===== src/rtl/fir_mac_pkg.sv =====
// Shared types for the time-multiplexed FIR engine.
// Assumes: one package per code base scope, no parameters here.
package fir_mac_pkg;

    typedef enum logic [0:0] {
        CH_IDLE = 1'b0,
        CH_RUN  = 1'b1
    } ch_state_t;

endpackage


===== src/rtl/fir_delay_line.sv =====
// Per-channel sample history. Entry 0 holds the newest sample and entry
// k holds the sample taken k strobes earlier. A read port picks one entry.
// Assumes: shift is already qualified by the channel enable.
module fir_delay_line #(
    parameter int DEPTH  = 30,
    parameter int DATA_W = 8,
    parameter int IDX_W  = 5
) (
    input  logic                     clk,
    input  logic                     rst_n,
    input  logic                     shift,
    input  logic signed [DATA_W-1:0] din,
    input  logic [IDX_W-1:0]         rd_idx,
    output logic signed [DATA_W-1:0] rd_data
);

    logic signed [DATA_W-1:0] line_q [DEPTH];

    // Move every entry one place older and load the new sample at entry 0
    always_ff @(posedge clk) begin
        if (!rst_n) begin
            for (int k = 0; k < DEPTH; k++) line_q[k] <= '0;
        end else if (shift) begin
            line_q[0] <= din;
            for (int k = 1; k < DEPTH; k++) line_q[k] <= line_q[k-1];
        end
    end

    // Select the entry for the current tap; out-of-range indices read zero
    always_comb begin
        rd_data = '0;
        for (int k = 0; k < DEPTH; k++) begin
            if (rd_idx == IDX_W'(k)) rd_data = line_q[k];
        end
    end

    generate
        for (genvar g = 0; g < DEPTH; g++) begin : g_hold_chk
            AST_LINE_HOLD: assert property (@(posedge clk) disable iff (!rst_n)
                !shift |=> line_q[g] == $past(line_q[g]))
                else $error("delay entry moved without strobe");
        end
    endgenerate

    AST_LINE_LOAD: assert property (@(posedge clk) disable iff (!rst_n)
        shift |=> line_q[0] == $past(din))
        else $error("new sample not captured");

endmodule


===== src/rtl/fir_coef_bank.sv =====
// Coefficient store for one channel. Writes are dropped while the channel
// runs (lock high) or when the tap number is beyond the filter length.
// Assumes: wr_en is already decoded for this channel.
module fir_coef_bank #(
    parameter int TAPS   = 30,
    parameter int COEF_W = 8,
    parameter int IDX_W  = 5
) (
    input  logic                     clk,
    input  logic                     rst_n,
    input  logic                     lock,
    input  logic                     wr_en,
    input  logic [IDX_W-1:0]         wr_idx,
    input  logic signed [COEF_W-1:0] wr_data,
    input  logic [IDX_W-1:0]         rd_idx,
    output logic signed [COEF_W-1:0] rd_data
);

    localparam logic [IDX_W-1:0] TAP_LIMIT = IDX_W'(TAPS);

    logic signed [COEF_W-1:0] coef_q [TAPS];
    logic                     wr_ok;

    // A write counts only when unlocked and aimed at a real tap
    assign wr_ok = wr_en && !lock && (wr_idx < TAP_LIMIT);

    // Store accepted writes; reset clears every coefficient
    always_ff @(posedge clk) begin
        if (!rst_n) begin
            for (int k = 0; k < TAPS; k++) coef_q[k] <= '0;
        end else if (wr_ok) begin
            for (int k = 0; k < TAPS; k++) begin
                if (wr_idx == IDX_W'(k)) coef_q[k] <= wr_data;
            end
        end
    end

    // Select the coefficient for the current tap
    always_comb begin
        rd_data = '0;
        for (int k = 0; k < TAPS; k++) begin
            if (rd_idx == IDX_W'(k)) rd_data = coef_q[k];
        end
    end

    generate
        for (genvar g = 0; g < TAPS; g++) begin : g_lock_chk
            AST_COEF_LOCKED: assert property (@(posedge clk) disable iff (!rst_n)
                lock |=> coef_q[g] == $past(coef_q[g]))
                else $error("coefficient changed while channel enabled");
        end
    endgenerate

endmodule


===== src/rtl/fir_mac_channel.sv =====
// One filter channel: delay line, coefficient bank and a single
// multiply-accumulate stage that evaluates one tap per clock.
// Assumes: strobes are normally spaced further apart than the tap count.
module fir_mac_channel
    import fir_mac_pkg::*;
#(
    parameter int DATA_W    = 8,
    parameter int COEF_W    = 8,
    parameter int TAPS_FULL = 30,
    parameter int TAPS_HALF = 15,
    parameter int IDX_W     = 5,
    parameter int ACC_W     = 21
) (
    input  logic                     clk,
    input  logic                     rst_n,
    input  logic                     enable,
    input  logic                     half_mode,
    input  logic                     stb,
    input  logic signed [DATA_W-1:0] sample,
    input  logic                     cfg_wr,
    input  logic [IDX_W-1:0]         cfg_tap,
    input  logic signed [COEF_W-1:0] cfg_data,
    output logic [ACC_W-1:0]         result,
    output logic                     result_valid,
    output logic                     gate_req,
    output logic                     overrun
);

    localparam int PROD_W = DATA_W + COEF_W;
    localparam logic [IDX_W-1:0] LAST_FULL = IDX_W'(TAPS_FULL - 1);
    localparam logic [IDX_W-1:0] LAST_HALF = IDX_W'(TAPS_HALF - 1);

    ch_state_t                state_q;
    logic [IDX_W-1:0]         tap_q;
    logic                     half_q;
    logic signed [ACC_W-1:0]  acc_q;
    logic signed [ACC_W-1:0]  res_q;
    logic                     valid_q;
    logic                     ovr_q;
    logic signed [DATA_W-1:0] x_rd;
    logic signed [COEF_W-1:0] c_rd;
    logic signed [PROD_W-1:0] prod;
    logic signed [ACC_W-1:0]  sum_next;
    logic [IDX_W-1:0]         last_tap;
    logic                     take;

    assign take = enable && stb;

    fir_delay_line #(
        .DEPTH (TAPS_FULL),
        .DATA_W(DATA_W),
        .IDX_W (IDX_W)
    ) u_line (
        .clk    (clk),
        .rst_n  (rst_n),
        .shift  (take),
        .din    (sample),
        .rd_idx (tap_q),
        .rd_data(x_rd)
    );

    fir_coef_bank #(
        .TAPS  (TAPS_FULL),
        .COEF_W(COEF_W),
        .IDX_W (IDX_W)
    ) u_coef (
        .clk    (clk),
        .rst_n  (rst_n),
        .lock   (enable),
        .wr_en  (cfg_wr),
        .wr_idx (cfg_tap),
        .wr_data(cfg_data),
        .rd_idx (tap_q),
        .rd_data(c_rd)
    );

    // Single multiplier and adder shared by all taps
    always_comb begin
        prod     = x_rd * c_rd;
        sum_next = acc_q + ACC_W'(prod);
        last_tap = half_q ? LAST_HALF : LAST_FULL;
    end

    // Channel sequencing: restart on strobe, one tap per cycle, publish at the end
    always_ff @(posedge clk) begin
        if (!rst_n) begin
            state_q <= CH_IDLE;
            tap_q   <= '0;
            half_q  <= 1'b0;
            acc_q   <= '0;
            res_q   <= '0;
            valid_q <= 1'b0;
            ovr_q   <= 1'b0;
        end else if (!enable) begin
            state_q <= CH_IDLE;
            tap_q   <= '0;
            valid_q <= 1'b0;
            ovr_q   <= 1'b0;
        end else if (stb) begin
            ovr_q   <= (state_q == CH_RUN);
            state_q <= CH_RUN;
            tap_q   <= '0;
            half_q  <= half_mode;
            acc_q   <= '0;
            valid_q <= 1'b0;
        end else if (state_q == CH_RUN) begin
            ovr_q <= 1'b0;
            if (tap_q == last_tap) begin
                res_q   <= sum_next;
                valid_q <= 1'b1;
                state_q <= CH_IDLE;
                tap_q   <= '0;
            end else begin
                acc_q   <= sum_next;
                tap_q   <= tap_q + 1'b1;
                valid_q <= 1'b0;
            end
        end else begin
            ovr_q   <= 1'b0;
            valid_q <= 1'b0;
        end
    end

    // Outputs: clock may stop once idle and the result has been shown
    assign result       = res_q;
    assign result_valid = valid_q;
    assign overrun      = ovr_q;
    assign gate_req     = (state_q == CH_IDLE) && !valid_q;

    AST_VALID_SINGLE: assert property (@(posedge clk) disable iff (!rst_n)
        result_valid |=> !result_valid)
        else $error("valid longer than one cycle");

    AST_TAP_IN_RANGE: assert property (@(posedge clk) disable iff (!rst_n)
        (state_q == CH_RUN) |-> (tap_q <= last_tap))
        else $error("tap counter beyond filter length");

    AST_OVR_NO_VALID: assert property (@(posedge clk) disable iff (!rst_n)
        overrun |-> !result_valid)
        else $error("overrun and valid together");

    AST_OFF_GATED: assert property (@(posedge clk) disable iff (!rst_n)
        !enable |=> gate_req)
        else $error("disabled channel not gated");

    AST_STB_UNGATED: assert property (@(posedge clk) disable iff (!rst_n)
        take |=> !gate_req && !result_valid)
        else $error("accepted strobe left channel gated");

endmodule


===== src/rtl/fir_mac_array.sv =====
// Top of the four-channel FIR engine. Splits packed buses into lanes,
// decodes the coefficient write port and places one channel per lane.
// Assumes: sample_stb is one cycle wide and shared by all channels.
module fir_mac_array #(
    parameter int NUM_CH    = 4,
    parameter int DATA_W    = 8,
    parameter int COEF_W    = 8,
    parameter int TAPS_FULL = 30,
    parameter int TAPS_HALF = 15,
    localparam int CH_W     = $clog2(NUM_CH),
    localparam int IDX_W    = $clog2(TAPS_FULL),
    localparam int ACC_W    = DATA_W + COEF_W + $clog2(TAPS_FULL)
) (
    input  logic                       clk,
    input  logic                       rst_n,
    input  logic                       sample_stb,
    input  logic [NUM_CH*DATA_W-1:0]   sample_in,
    input  logic [NUM_CH-1:0]          ch_enable,
    input  logic [NUM_CH-1:0]          ch_half,
    input  logic                       cfg_we,
    input  logic [CH_W-1:0]            cfg_ch,
    input  logic [IDX_W-1:0]           cfg_tap,
    input  logic [COEF_W-1:0]          cfg_data,
    output logic [NUM_CH*ACC_W-1:0]    result,
    output logic [NUM_CH-1:0]          result_valid,
    output logic [NUM_CH-1:0]          gate_req,
    output logic [NUM_CH-1:0]          overrun
);

    generate
        for (genvar c = 0; c < NUM_CH; c++) begin : g_ch
            logic wr_sel;

            // Route the shared write port to this channel only
            assign wr_sel = cfg_we && (cfg_ch == CH_W'(c));

            fir_mac_channel #(
                .DATA_W   (DATA_W),
                .COEF_W   (COEF_W),
                .TAPS_FULL(TAPS_FULL),
                .TAPS_HALF(TAPS_HALF),
                .IDX_W    (IDX_W),
                .ACC_W    (ACC_W)
            ) u_chan (
                .clk         (clk),
                .rst_n       (rst_n),
                .enable      (ch_enable[c]),
                .half_mode   (ch_half[c]),
                .stb         (sample_stb),
                .sample      (sample_in[c*DATA_W +: DATA_W]),
                .cfg_wr      (wr_sel),
                .cfg_tap     (cfg_tap),
                .cfg_data    (cfg_data),
                .result      (result[c*ACC_W +: ACC_W]),
                .result_valid(result_valid[c]),
                .gate_req    (gate_req[c]),
                .overrun     (overrun[c])
            );
        end
    endgenerate

    AST_RESET_STATE: assert property (@(posedge clk)
        !rst_n |=> (gate_req == '1) && (result_valid == '0) && (overrun == '0))
        else $error("outputs not at reset values");

endmodule


===== config.mk =====
export PLATFORM = sky130hd
export DESIGN_NAME = fir_mac_array
export DESIGN_NICKNAME = d
export VERILOG_FILES = /design/src/rtl/fir_mac_pkg.sv /design/src/rtl/fir_delay_line.sv /design/src/rtl/fir_coef_bank.sv /design/src/rtl/fir_mac_channel.sv /design/src/rtl/fir_mac_array.sv
export SDC_FILE = /design/constraint.sdc
export NUM_CORES = 2
export LEC_CHECK = 0
export ABC_AREA = 1
export CORE_ASPECT_RATIO = 0.8
export CORE_UTILIZATION = 45
export CTS_CLUSTER_DIAMETER = 50
export DETAILED_ROUTE_END_ITERATION = 16
export PLACE_DENSITY = 0.6
export SLEW_MARGIN = 0
export SYNTH_ARGS = -nofsm -noshare
export SYNTH_HDL_FRONTEND = slang
export SYNTH_HIERARCHICAL = 1
export SYNTH_SLANG_ARGS = --single-unit

===== constraint.sdc =====
create_clock -name clk -period 9.58 [get_ports clk]
set_input_delay 1.916 -clock clk [delete_from_list [all_inputs] [get_ports clk]]
set_output_delay 1.916 -clock clk [all_outputs]
set_load 0.02 [all_outputs]

==> flow_metrics.env <==
export IMPL_r2r_end="g_ch[1].u_chan/acc_q[17]"
export IMPL_synth_distinct_cells=49
export IMPL_cts_sinks=2124
export IMPL_grt_first_pass_wirelength_mm=433
export IMPL_syn_nets=12883
export IMPL_cts_setup_buffers=0
export IMPL_syn_area_per_cell_sq_um=9.11
export IMPL_drc=0
export IMPL_antenna_found_initial=5
export IMPL_root_buffer="clkbuf_16"
export IMPL_p_sw_uw=8830
export IMPL_ioPinCount=155
export IMPL_dp_hpwl_mm=193
export IMPL_fin_skew_ps=33.4
export IMPL_switching_share_pct=32.6
export IMPL_cts_hold_buffers_added=0
export IMPL_reg2reg_depth=36
export IMPL_num_rows=163
export IMPL_clkPwrFrac_pct=32.8
export IMPL_fin_setup_tns_ps=0
export IMPL_final_common_cell="nand2_1"
export IMPL_first_iter_violations=7413
export IMPL_p_int_uw=18200
export IMPL_fmax_mhz=119
export IMPL_vias=80514
export IMPL_worstPathRequired_ps=10370
export IMPL_post_cts_resized=0
export IMPL_fill_cells=22696
export IMPL_layout_min_cycle_time_ps=8390
export IMPL_die_w_microns=559
export IMPL_numCtsBuffers=237
export IMPL_synth_cells=12260
export IMPL_gp_congestion=0.899
export IMPL_syn_area_sq_um=112000
export IMPL_hold_depth=2
export IMPL_finalSetupViolCount=0
export IMPL_crit_path_end_kind="register"
export IMPL_min_from="g_ch[2].u_chan/acc_q[6]"
export IMPL_path_class="register to register"
export IMPL_hold_viol=0
export IMPL_stdcell_area_sq_um=124000
export IMPL_syn_to_final_growth_pct=11.2
export IMPL_port_buffers=154
export IMPL_cts_tree="built"
export IMPL_crit_top_cell="nand2_1"
export IMPL_start_kind="register"
export IMPL_ir_drop_mv=0.194
export IMPL_via_per_inst=5.06
export IMPL_period_share_pct=87.6
export IMPL_status="finished, final reports clean"
export IMPL_synth_async_sr_flop_share_pct=0
export IMPL_worstHoldEndpoint="g_ch[2].u_chan/acc_q[6]"
export IMPL_drive_gt1_share_pct=6.27
export IMPL_fp_coreArea_sq_um=247000
export IMPL_power_leakage_uw=0.0536
export IMPL_htreeDepth=4
export IMPL_cts_buffer_depth=4
export IMPL_rsz0062_at_grt="no"
export IMPL_grt_max_degree=186
export IMPL_yosysSeqAreaShare_pct=55.3
export IMPL_drt_wl_total_mm=273
export IMPL_hold_path_class="register to register"
export IMPL_initial_core_util_pct=45.3
export IMPL_grt_usage_pct=21.7
export IMPL_p_comb_share_pct=26.7
export IMPL_wl_per_cell_microns=17.1
export IMPL_synth_edff_count=1920
export IMPL_overflow=0
export IMPL_clock_latency_ps=900
export IMPL_worstMarginPinSlew_ps=1210
export IMPL_arrival_ps=9190
export IMPL_p_per_area_nw_per_um2=218
export IMPL_cp_slowest_stage_delay_ps=780
export IMPL_final_cell_mix="3175 x nand2_1, 2270 x inv_1, 1962 x nor2_1, 1920 x edfxtp_1, 468 x nand4_1"
export IMPL_crit_family="simple AND/OR/NAND/NOR gates"
export IMPL_rr_startpoint="g_ch[1].u_chan/tap_q[4]"
export IMPL_nets=13047
export IMPL_dpl_cell_area_sq_um=117000
export IMPL_dr_pass1_iters=6
export IMPL_clk_pin_slew_ps=60
export IMPL_synth_ff_type="edfxtp_1"
export IMPL_grt_pass1_vias=78008
export IMPL_seqPwrFrac_pct=40.5
export IMPL_r2r_slack_ps=1190
export IMPL_worstPathMaxFanout=28
export IMPL_yosysWarnings=6
export IMPL_crit_buf_inv=6
export IMPL_chipHeight_microns=447
export IMPL_synth_seq_cells=2124
export IMPL_cap_viol_max_count=0
export IMPL_final_max_slew_viol_count=0
export IMPL_ant_nets=0
export IMPL_cp_slowest_cell="fa_1"
export IMPL_maxSlewHeadroom_pct=19.3
export IMPL_dieArea_sq_um=250000
worst min-delay path: stages, from the launching register on:
cell and delay (ps):
dfxtp_1 310, nand2_1 60, a21oi_1 50
cells by family (layout without fill, tap and decap cells):
kind of cell	Yosys count	after routing	synth area share, %
AOI/OAI and AO/OA	598	598	2.86
xor gates and xnor gates	43	43	0.337
adders and majority gates	564	564	8.80
buffers and inverters	2674	3025	9.21
DFF	2124	2124	55.3
other	0	5	0
and+or+nand+nor	6257	6257	23.5
cells in the mapped netlist, drive strengths merged (16+ instances only):
cell / count / area [sq um]
edfxtp: 1920 / 57700
nor3: 35 / 293
nand2: 3201 / 12100
clkbuf: 238 / 893
xor2: 32 / 280
fa: 368 / 7370
o21ai: 223 / 1160
inv: 2349 / 8820
dfxtp: 204 / 4080
buf: 83 / 556
nand4: 469 / 2940
or2: 134 / 838
o22ai: 16 / 113
nor2: 2068 / 8220
ha: 196 / 2450
a21oi: 340 / 1770
nand3: 322 / 1640
state kept, by name (all words and copies together) (netlist names):
name and cells:
g_ch.u_chan/acc_q 84, g_ch.u_chan/half_q 4, g_ch.u_chan/overrun 4, g_ch.u_chan/result 84, g_ch.u_chan/result_valid 4, g_ch.u_chan/state_q 4, g_ch.u_chan/tap_q 20, g_ch.u_chan/u_coef/coef_q 960
g_ch.u_chan/u_line/line_q 960
power groups by stage:
| stage | logic (uW) | clock network (uW) | registers [uW] |
|---|---|---|---|
| 5_1_grt | 8310 | 9430 | 11000 |
| 3_5_place_dp | 7180 | 0 | 11200 |
| 4_1_cts | 7270 | 9090 | 11000 |
| 2_1_floorplan | 5270 | 0 | 11100 |
| 6_report | 7230 | 8870 | 11000 |
| 3_3_place_gp | 7140 | 0 | 11100 |
cell type report:
class	instances	area [sq um]	area share (%)
sequential	2124	61700	49.7
clock inverter	140	1300	1.05
timing repair buffer	246	2270	1.83
multi-input combinational	7462	39700	32.0
antenna	5	12.5	0.0101
clock buffer	286	6200	4.99
tap	3300	4130	3.33
inverter	2353	8830	7.11
worst max path at each step:
stage	to	slack [ps]	start	cells after the start
floorplan	g_ch[0].u_chan/u_line/line_q[0][0]	1100	rst_n	4
global placement	g_ch[1].u_chan/result[17]	1390	g_ch[1].u_chan/tap_q[4]	38
detailed placement	g_ch[1].u_chan/result[17]	1360	g_ch[1].u_chan/tap_q[4]	38
CTS	g_ch[1].u_chan/result[20]	1260	g_ch[1].u_chan/tap_q[4]	39
global route	g_ch[1].u_chan/result[20]	630	g_ch[1].u_chan/tap_q[4]	40
finish	g_ch[1].u_chan/acc_q[17]	1190	g_ch[1].u_chan/tap_q[4]	36
through the flow:
stage                     total power (uW)  cells  utilization (%)  worst slack [ps]  hold WS (ps)
final                                27100  15916             50.4              1190           461
after global routing                 28800  15915             50.4               628           476
after CTS                            27300  15911             50.4              1260           463
after detailed placement             18300  15485             47.3              1360           455
after global placement               18300  15485             47.3              1390           451
after floorplan                      16400  12260                -              1100           439
metal layers:
layer  part of all wire, %  routed length [microns]  global-route usage [%]  vias to the layer above
met1                    48                   130000                    33.0                    38868
met2                    44                   120000                    33.0                     2329
met4                   1.9                     5180                    4.41                        0
li1                      -                        -                       -                    38965
met5                     0                        0                       0                        -
met3                   6.6                    18100                    3.12                      352
No activity file was read; power rests on OpenSTA's default activity.
